File: src/rtl/limg_pkg.sv
package limg_pkg;
  typedef enum logic [1:0] {
    WA_MASK  = 2'd0,
    WA_CTRL  = 2'd1,
    WA_CLEAR = 2'd2,
    WA_NONE  = 2'd3
  } wr_addr_e;

  typedef enum logic [1:0] {
    RA_LIMIT  = 2'd0,
    RA_STATUS = 2'd1,
    RA_MASK   = 2'd2,
    RA_CTRL   = 2'd3
  } rd_addr_e;
endpackage

File: src/rtl/limg_tick.sv
module limg_tick #(
  parameter int TICK_CYCLES = 8_000_000
) (
  input  logic clk,
  input  logic rst_n,
  output logic tick
);
  localparam int CW = (TICK_CYCLES > 2) ? $clog2(TICK_CYCLES) : 1;
  localparam logic [CW-1:0] LAST = CW'(TICK_CYCLES - 1);

  logic [CW-1:0] cnt_q;

  always_ff @(posedge clk or negedge rst_n) begin
    if (!rst_n) begin
      cnt_q <= '0;
    end else if (cnt_q == LAST) begin
      cnt_q <= '0;
    end else begin
      cnt_q <= cnt_q + 1'b1;
    end
  end

  assign tick = (cnt_q == LAST);
endmodule

File: src/rtl/limg_filter.sv
module limg_filter #(
  parameter int W = 8
) (
  input  logic         clk,
  input  logic         rst_n,
  input  logic         tick,
  input  logic [W-1:0] act_in,
  output logic [W-1:0] act_sync,
  output logic [W-1:0] act_filt
);
  for (genvar i = 0; i < W; i++) begin : g_bit
    logic s1_q, s2_q, samp_q, filt_q;

    always_ff @(posedge clk or negedge rst_n) begin
      if (!rst_n) begin
        s1_q   <= 1'b0;
        s2_q   <= 1'b0;
        samp_q <= 1'b0;
        filt_q <= 1'b0;
      end else begin
        s1_q <= act_in[i];
        s2_q <= s1_q;
        if (tick) begin
          samp_q <= s2_q;
          if (s2_q == samp_q) begin
            filt_q <= s2_q;
          end
        end
      end
    end

    assign act_sync[i] = s2_q;
    assign act_filt[i] = filt_q;
  end
endmodule

File: src/rtl/limg_capture.sv
module limg_capture #(
  parameter int W = 8
) (
  input  logic         clk,
  input  logic         rst_n,
  input  logic         check_en,
  input  logic         clear,
  input  logic [W-1:0] mask,
  input  logic [W-1:0] filt,
  output logic         held,
  output logic [W-1:0] held_val
);
  logic [W-1:0] trig;
  assign trig = filt & mask;

  always_ff @(posedge clk or negedge rst_n) begin
    if (!rst_n) begin
      held     <= 1'b0;
      held_val <= '0;
    end else if (!check_en || clear) begin
      held     <= 1'b0;
      held_val <= '0;
    end else if (!held && (trig != '0)) begin
      held     <= 1'b1;
      held_val <= trig;
    end
  end
endmodule

File: src/rtl/limit_guard.sv
module limit_guard
  import limg_pkg::*;
#(
  parameter int NUM_LIMITS  = 8,
  parameter int NUM_MISC    = 5,
  parameter int DATA_W      = 8,
  parameter int TICK_CYCLES = 8_000_000
) (
  input  logic                  clk,
  input  logic                  rst_n,
  input  logic [NUM_LIMITS-1:0] limit_loop,
  input  logic                  pause_loop,
  input  logic                  estop_loop,
  input  logic [NUM_MISC-1:0]   misc_loop,
  input  logic                  wr_en,
  input  logic [1:0]            wr_addr,
  input  logic [DATA_W-1:0]     wr_data,
  input  logic [1:0]            rd_addr,
  output logic [DATA_W-1:0]     rd_data,
  output logic                  halt_req
);
  localparam int NUM_SPECIAL = 2 + NUM_MISC;
  localparam int NUM_ALL     = NUM_LIMITS + NUM_SPECIAL;
  localparam int SP_PAUSE    = 0;
  localparam int SP_ESTOP    = 1;

  // Fail-safe: no loop current means the input is active.
  logic [NUM_ALL-1:0] act_in, act_sync, act_filt;
  assign act_in = ~{misc_loop, estop_loop, pause_loop, limit_loop};

  logic tick;
  limg_tick #(.TICK_CYCLES(TICK_CYCLES)) u_tick (
    .clk (clk), .rst_n (rst_n), .tick (tick)
  );

  limg_filter #(.W(NUM_ALL)) u_filter (
    .clk      (clk),
    .rst_n    (rst_n),
    .tick     (tick),
    .act_in   (act_in),
    .act_sync (act_sync),
    .act_filt (act_filt)
  );

  logic [NUM_LIMITS-1:0]  lim_raw, lim_filt;
  logic [NUM_SPECIAL-1:0] sp_filt;
  assign lim_raw  = act_sync[NUM_LIMITS-1:0];
  assign lim_filt = act_filt[NUM_LIMITS-1:0];
  assign sp_filt  = act_filt[NUM_ALL-1:NUM_LIMITS];

  // Register port
  logic [NUM_LIMITS-1:0] mask_q;
  logic                  check_en_q;
  logic                  clear_stb;

  always_ff @(posedge clk or negedge rst_n) begin
    if (!rst_n) begin
      mask_q     <= '0;
      check_en_q <= 1'b0;
    end else if (wr_en) begin
      case (wr_addr_e'(wr_addr))
        WA_MASK: mask_q     <= wr_data[NUM_LIMITS-1:0];
        WA_CTRL: check_en_q <= wr_data[0];
        default: ;
      endcase
    end
  end

  assign clear_stb = wr_en && (wr_addr_e'(wr_addr) == WA_CLEAR);

  logic                  held;
  logic [NUM_LIMITS-1:0] held_val;

  limg_capture #(.W(NUM_LIMITS)) u_capture (
    .clk      (clk),
    .rst_n    (rst_n),
    .check_en (check_en_q),
    .clear    (clear_stb),
    .mask     (mask_q),
    .filt     (lim_filt),
    .held     (held),
    .held_val (held_val)
  );

  logic estop_filt;
  assign estop_filt = sp_filt[SP_ESTOP];
  assign halt_req   = held || estop_filt;

  // Readback multiplexer
  logic [NUM_LIMITS-1:0] lim_view;
  always_comb begin
    if (!check_en_q)  lim_view = lim_raw;
    else if (held)    lim_view = held_val;
    else              lim_view = lim_filt & mask_q;
  end

  always_comb begin
    rd_data = '0;
    case (rd_addr_e'(rd_addr))
      RA_LIMIT:  rd_data[NUM_LIMITS-1:0] = lim_view;
      RA_STATUS: begin
        rd_data[0]             = held;
        rd_data[NUM_SPECIAL:1] = sp_filt;
      end
      RA_MASK:   rd_data[NUM_LIMITS-1:0] = mask_q;
      default:   rd_data[0] = check_en_q;
    endcase
  end

  logic unused_pause;
  assign unused_pause = sp_filt[SP_PAUSE];
endmodule

File: config.mk
export PLATFORM = sky130hd
export DESIGN_NAME = limit_guard
export DESIGN_NICKNAME = d
export VERILOG_FILES = /design/src/rtl/limg_pkg.sv /design/src/rtl/limg_tick.sv /design/src/rtl/limg_filter.sv /design/src/rtl/limg_capture.sv /design/src/rtl/limit_guard.sv
export SDC_FILE = /design/constraint.sdc
export NUM_CORES = 1
export LEC_CHECK = 0
export BUFFER_PORTS_ARGS = -buffer_cell sky130_fd_sc_hd__buf_2
export CORE_UTILIZATION = 59
export DETAILED_ROUTE_END_ITERATION = 8
export PLACE_DENSITY = 0.89
export SYNTH_ARGS = -nofsm -noshare
export SYNTH_HDL_FRONTEND = slang
export SYNTH_HIERARCHICAL = 1
export SYNTH_SLANG_ARGS = --single-unit
export TNS_END_PERCENT = 20
File: constraint.sdc
create_clock -name clk -period 2.7 [get_ports clk]
set_input_delay 0.27 -clock clk [delete_from_list [all_inputs] [get_ports clk]]
set_output_delay 0.27 -clock clk [all_outputs]
set_load 0.005 [all_outputs]
==> After elaboration in Yosys (flattened, before gate mapping) <==
Index checks and enable logic that the tools add are counted.
{ "word_totals": {"inputBits": 30, "ff_bits": 101} }
{ "op_classes": {"addsub": 1, "n_reduce_logical": 27, "n_eq_ne": 20, "muxes": 9, "n_bitwise": 2} }
{ "op_table": {"columns": ["operator", "count"], "rows": [
  ["2-bit AND reduction", 17],
  ["8-bit 2-to-1 mux", 4],
  ["23-bit by 1-bit adder with 23-bit output, second input constant", 1],
  ["23-bit equality test, second input constant", 1],
  ["23-bit 2-to-1 mux", 1],
  ["7-bit case mux with 3 select lines", 1],
  ["1-bit equality test", 15],
  ["15-bit inverter", 1],
  ["8-bit AND", 1],
  ["8-bit nonzero test", 1],
  ["2-bit by 1-bit equality test with 1-bit output, second input constant", 2],
  ["2-bit equality test, second input constant", 2],
  ["2-bit zero test", 2],
  ["1-bit case mux with 3 select lines", 1],
  ["1-bit logical AND", 2],
  ["1-bit zero test", 2],
  ["1-bit logical OR", 2],
  ["1-bit 2-to-1 mux", 2],
  ["2-bit nonzero test", 1]
]} }

==> Logic depth before layout (Yosys ltp) <==
{ "depth": {"ltp_word": 5, "ltp_mapped": 9, "ltp_nobuf": 6} }

==> Cells and area by module <==
Netlist, hierarchy kept.
{ "modules_own_cells": {"columns": ["module", "n_inst", "cells_each", "area_per_inst_um2"], "rows": [
  ["limg_filter", 1, 157, 2284.7],
  ["limg_tick", 1, 106, 1104.8],
  ["limit_guard", 1, 97, 797.0],
  ["limg_capture", 1, 56, 475.5]
]} }

==> Least setup slack after synthesis <==
No wires, ideal clock.
{ "synth_timing": {"kind": "register to register", "startpoint": "register u_tick.cnt_q[0]", "endpoint": "register u_filter.g_bit[10].samp_q", "arrival_ps": 1935, "setup_ps": 125, "slack_ps": 641, "stages_incl_launch_ff": 9, "path_cell_list": "dfrtp_1 > ha_1 > and4_4 > nand3_1 > nor2_1 > buf_2 > buf_6 > buf_4 > mux2_2"} }
{ "synth_between": {"elab_chain_cells": 1} }
{ "synth_lines": {"columns": ["item", "line_no", "source"], "rows": [
  ["start, declared", "limg_tick.sv:11", "logic [CW-1:0] cnt_q;"],
  ["start signal, assigned", "limg_tick.sv:19", "cnt_q <= cnt_q + 1'b1;"],
  ["23-bit equality test", "limg_tick.sv:23", "assign tick = (cnt_q == LAST);"],
  ["named net tick", "limit_guard.sv:31", "logic tick;"],
  ["end signal, assigned", "limg_filter.sv:24", "samp_q <= s2_q;"],
  ["end, declared", "limg_filter.sv:12", "logic s1_q, s2_q, samp_q, filt_q;"]
]} }
The timed path passes the listed nets, and every way through them passes these cells.
A chain may end at the register's enable or synchronous reset.

==> Worst setup path after layout <==
{ "layout_timing": {"startpoint": "register u_capture.held", "endpoint": "output rd_data[0]"} }
{ "layout_between": {"elab_chain_cells": 3} }
{ "layout_lines": {"columns": ["item", "line_no", "source"], "rows": [
  ["start, declared", "limg_capture.sv:10", "output logic held,"],
  ["start signal, assigned", "limg_capture.sv:18", "held <= 1'b0;"],
  ["start signal, assigned", "limg_capture.sv:21", "held <= 1'b0;"],
  ["start signal, assigned", "limg_capture.sv:24", "held <= 1'b1;"],
  ["8-bit 2-to-1 mux", "limit_guard.sv:93", "else if (held) lim_view = held_val;"],
  ["8-bit 2-to-1 mux", "limit_guard.sv:92", "if (!check_en_q) lim_view = lim_raw;"],
  ["1-bit case mux with 3 select lines *", "limit_guard.sv:99", "case (rd_addr_e'(rd_addr))"],
  ["end, declared", "limit_guard.sv:19", "output logic [DATA_W-1:0] rd_data,"]
]} }
Mark *: on every way between the ends. The rest lies on a longest branch, timed or not.

==> metrics.csv <==
stage,metric,value,unit
worst_setup_path,Slowest Stage Delay on Critical Path,0.97,ns
layout,Ant. Diodes,0,
floorplanning,Initial Util,62.2,%
min_path,hold crit path type,primary input to flip-flop,
global_routing,largest net degree at the start of global routing,54,
sta,TNS Setup,0,ns
power,Flop pwr share,59.3,%
floorplanning,num ports,39,
yosys,Mapped Avg Cell Area,11.3,sq um
min_path,hold path depth,2,
route,met3 WL,397,um
route,WL/cell,14.9,um
clock_network,H-tree levels,3,
worst_setup_path,Reg2Reg Depth,6,
run,Max Cap Viol,0,
layout,Finished Core Util,66.0,%
route,Vias/cell,5.68,
clock_network,Num CTS Buffers,9,
worst_setup_path,RR Endpoint,u_filter/g_bit[8].samp_q,
worst_setup_path,Critical Path RT,2.43,ns
place,# port buffers,38,
place,Setup WS pre-CTS,0.615,ns
route,via count,3012,
route,DRT Pass-1 Iters,4,
min_path,WHS Endpoint,u_filter/g_bit[6].s1_q,
floorplanning,Core Rows,31,
sta,RSZ-0062 raised after global routing,false,
power,static leakage,2.42,nW
place,placed wire-length estimate,5.32,mm
route,max layer used,met4,
worst_setup_path,Setup CP Type,flip-flop to output port,
worst_setup_path,CP Capture Type,output port,
clock_network,CTS resizes,0,
power,switch share,23.6,%
route,Routed Antenna Nets,0,
global_routing,vias in the first global route,2902,
layout,Layout Cells excl Fill,530,
clock_network,clock root cell,clkbuf_8,
global_routing,grt total ovfl,0,
worst_setup_path,RR Startpoint,u_tick/cnt_q[0],
worst_setup_path,critical path cell sequence,nor2_1 > a211o_1 > a2bb2oi_1 > buf_2,
sta,Worst-Margin Slew,0.935,ns
sta,Layout Skew,0.0138,ns
outcome,status,"finished, final reports clean",
worst_setup_path,Critical Path Start Type,flip-flop,
global_routing,GRT Total Usage,20.9,%
clock_network,clk sink count,101,
clock_network,Clock Latency Late Sink,0.36,ns
yosys,syn nets,440,
sta,Slew Limit Headroom,37.7,%
route,WL met2,3.89,mm
sta,Final Hold Fails,0,
sta,Max Clk Rate,430,MHz
power,Clock power frac,34.2,%
power,P_int,2.08,mW
power,Pwr per Cell Area,557,mW/mm^2
yosys,synthesized area,0.00461,sq mm
sta,Final Max Tran Viols,0,
clock_network,CTS tree,built,
floorplanning,core box area,0.00741,sq mm
place,Inst Count DP,513,
sta,fin crit period,2.32,ns
route,post-route DRC violation count,0,
sta,# setup viols final,0,
clock_network,post-CTS setup buffer count,0,
global_routing,initial antenna violation count,0,
floorplanning,Die Width,90.4,um
sta,hold slack,0.0364,ns
global_routing,first-pass GRT wire length,13.6,mm
layout,NumNets Final,457,
power,Gate power share,6.5,%
power,Psw,642,uW
min_path,min-delay src,limit_loop[6],
sta,crit share post-route,86.1,%
clock_network,clk buf depth,2,
power,Peak VDD IR,316,uV
worst_setup_path,CP max stage cell,dfrtp_1,
route,DR iter-0 viols,208,
worst_setup_path,Reg2Reg Setup Slack,0.58,ns
yosys,synth warn,6,
place,Final GP Congestion,0.855,
layout,layout cell share with drive strength beyond 1,22.0,%
route,metal1 wirelength,3.48,mm
worst_setup_path,crit path max fanout,35,
layout,Area Overhead vs Synth,6.11,%
clock_network,# hold bufs at CTS,1,
sta,final worst slack,0.376,ns
route,Total Wirelength,7.88,mm
floorplanning,Die Footprint,0.00817,sq mm
worst_setup_path,Worst Path Arrival,2.05,ns
yosys,post-synthesis instance total,409,
floorplanning,Die Ht,90.4,um
clock_network,clock slew at reported path FFs,0.10,ns
[how the worst max path moves through the flow]
stage,start,to,slack (ns)
2_1_floorplan,u_tick/cnt_q[0],u_filter/g_bit[10].samp_q,0.64
3_3_place_gp,u_tick/cnt_q[0],u_filter/g_bit[4].samp_q,0.72
3_5_place_dp,u_tick/cnt_q[0],u_filter/g_bit[12].samp_q,0.61
4_1_cts,u_capture/held,rd_data[0],0.40
5_1_grt,u_capture/held,rd_data[0],0.20
6_report,u_capture/held,rd_data[0],0.38
[power by group through the flow]
stage	sequential [mW]	combinational, mW	clock (mW)
after floorplan	1.62	0.113	0
after global placement	1.64	0.173	0
after detailed placement	1.65	0.175	0
after CTS	1.62	0.180	0.957
after global routing	1.63	0.199	1.03
final	1.62	0.177	0.932
[metrics by stage]
step	total power [mW]	cell area (sq um)
finish	2.72	4890
floorplan	1.73	4610
detailed placement	1.82	4680
global route	2.85	4890
global placement	1.81	4680
CTS	2.75	4890
[routing by layer]
layer  vias to the layer above  track usage, %
met5                         -               0
met4                         0            6.18
met3                         9            5.56
met2                        90            33.0
met1                      1478            28.6
li1                       1435               -
[cells in the final DEF, fill, tap and decap left out, types with 8 or more instances in the layout]
cell,count
a21o_1,20
a21oi_1,15
a22o_1,20
buf_2,37
clkbuf_8,9
dfrtp_1,101
inv_1,18
mux2_2,23
nand2_1,28
nand2b_1,15
nand3b_1,9
nor2_1,34
o21ai_0,11
xnor2_1,8
xor2_1,8
[worst max-delay path: cells and delay by family (launching register included)]
family,cells,cell delay (ns)
compound gates,2,0.47
buf+inv,1,0.14
flops,1,0.97
simple gates,1,0.12
[flip-flops by register name, indices dropped and copies added (netlist names)]
signal,cells
u_filter/g_bit.s2_q,15
u_filter/g_bit.s1_q,15
mask_q,8
check_en_q,1
u_filter/g_bit.filt_q,15
u_tick/cnt_q,23
u_capture/held,1
u_filter/g_bit.samp_q,15
u_capture/held_val,8
[final cells by class]
cell class,count,area [sq um]
Clock buffer,10,128
Clock inverter,6,71.3
Fill cell,555,2520
Inverter,18,67.6
Multi-Input combinational cell,254,1740
Sequential cell,101,2530
Tap cell,99,124
Timing Repair Buffer,42,238
No activity file was read; power rests on OpenSTA's default activity.
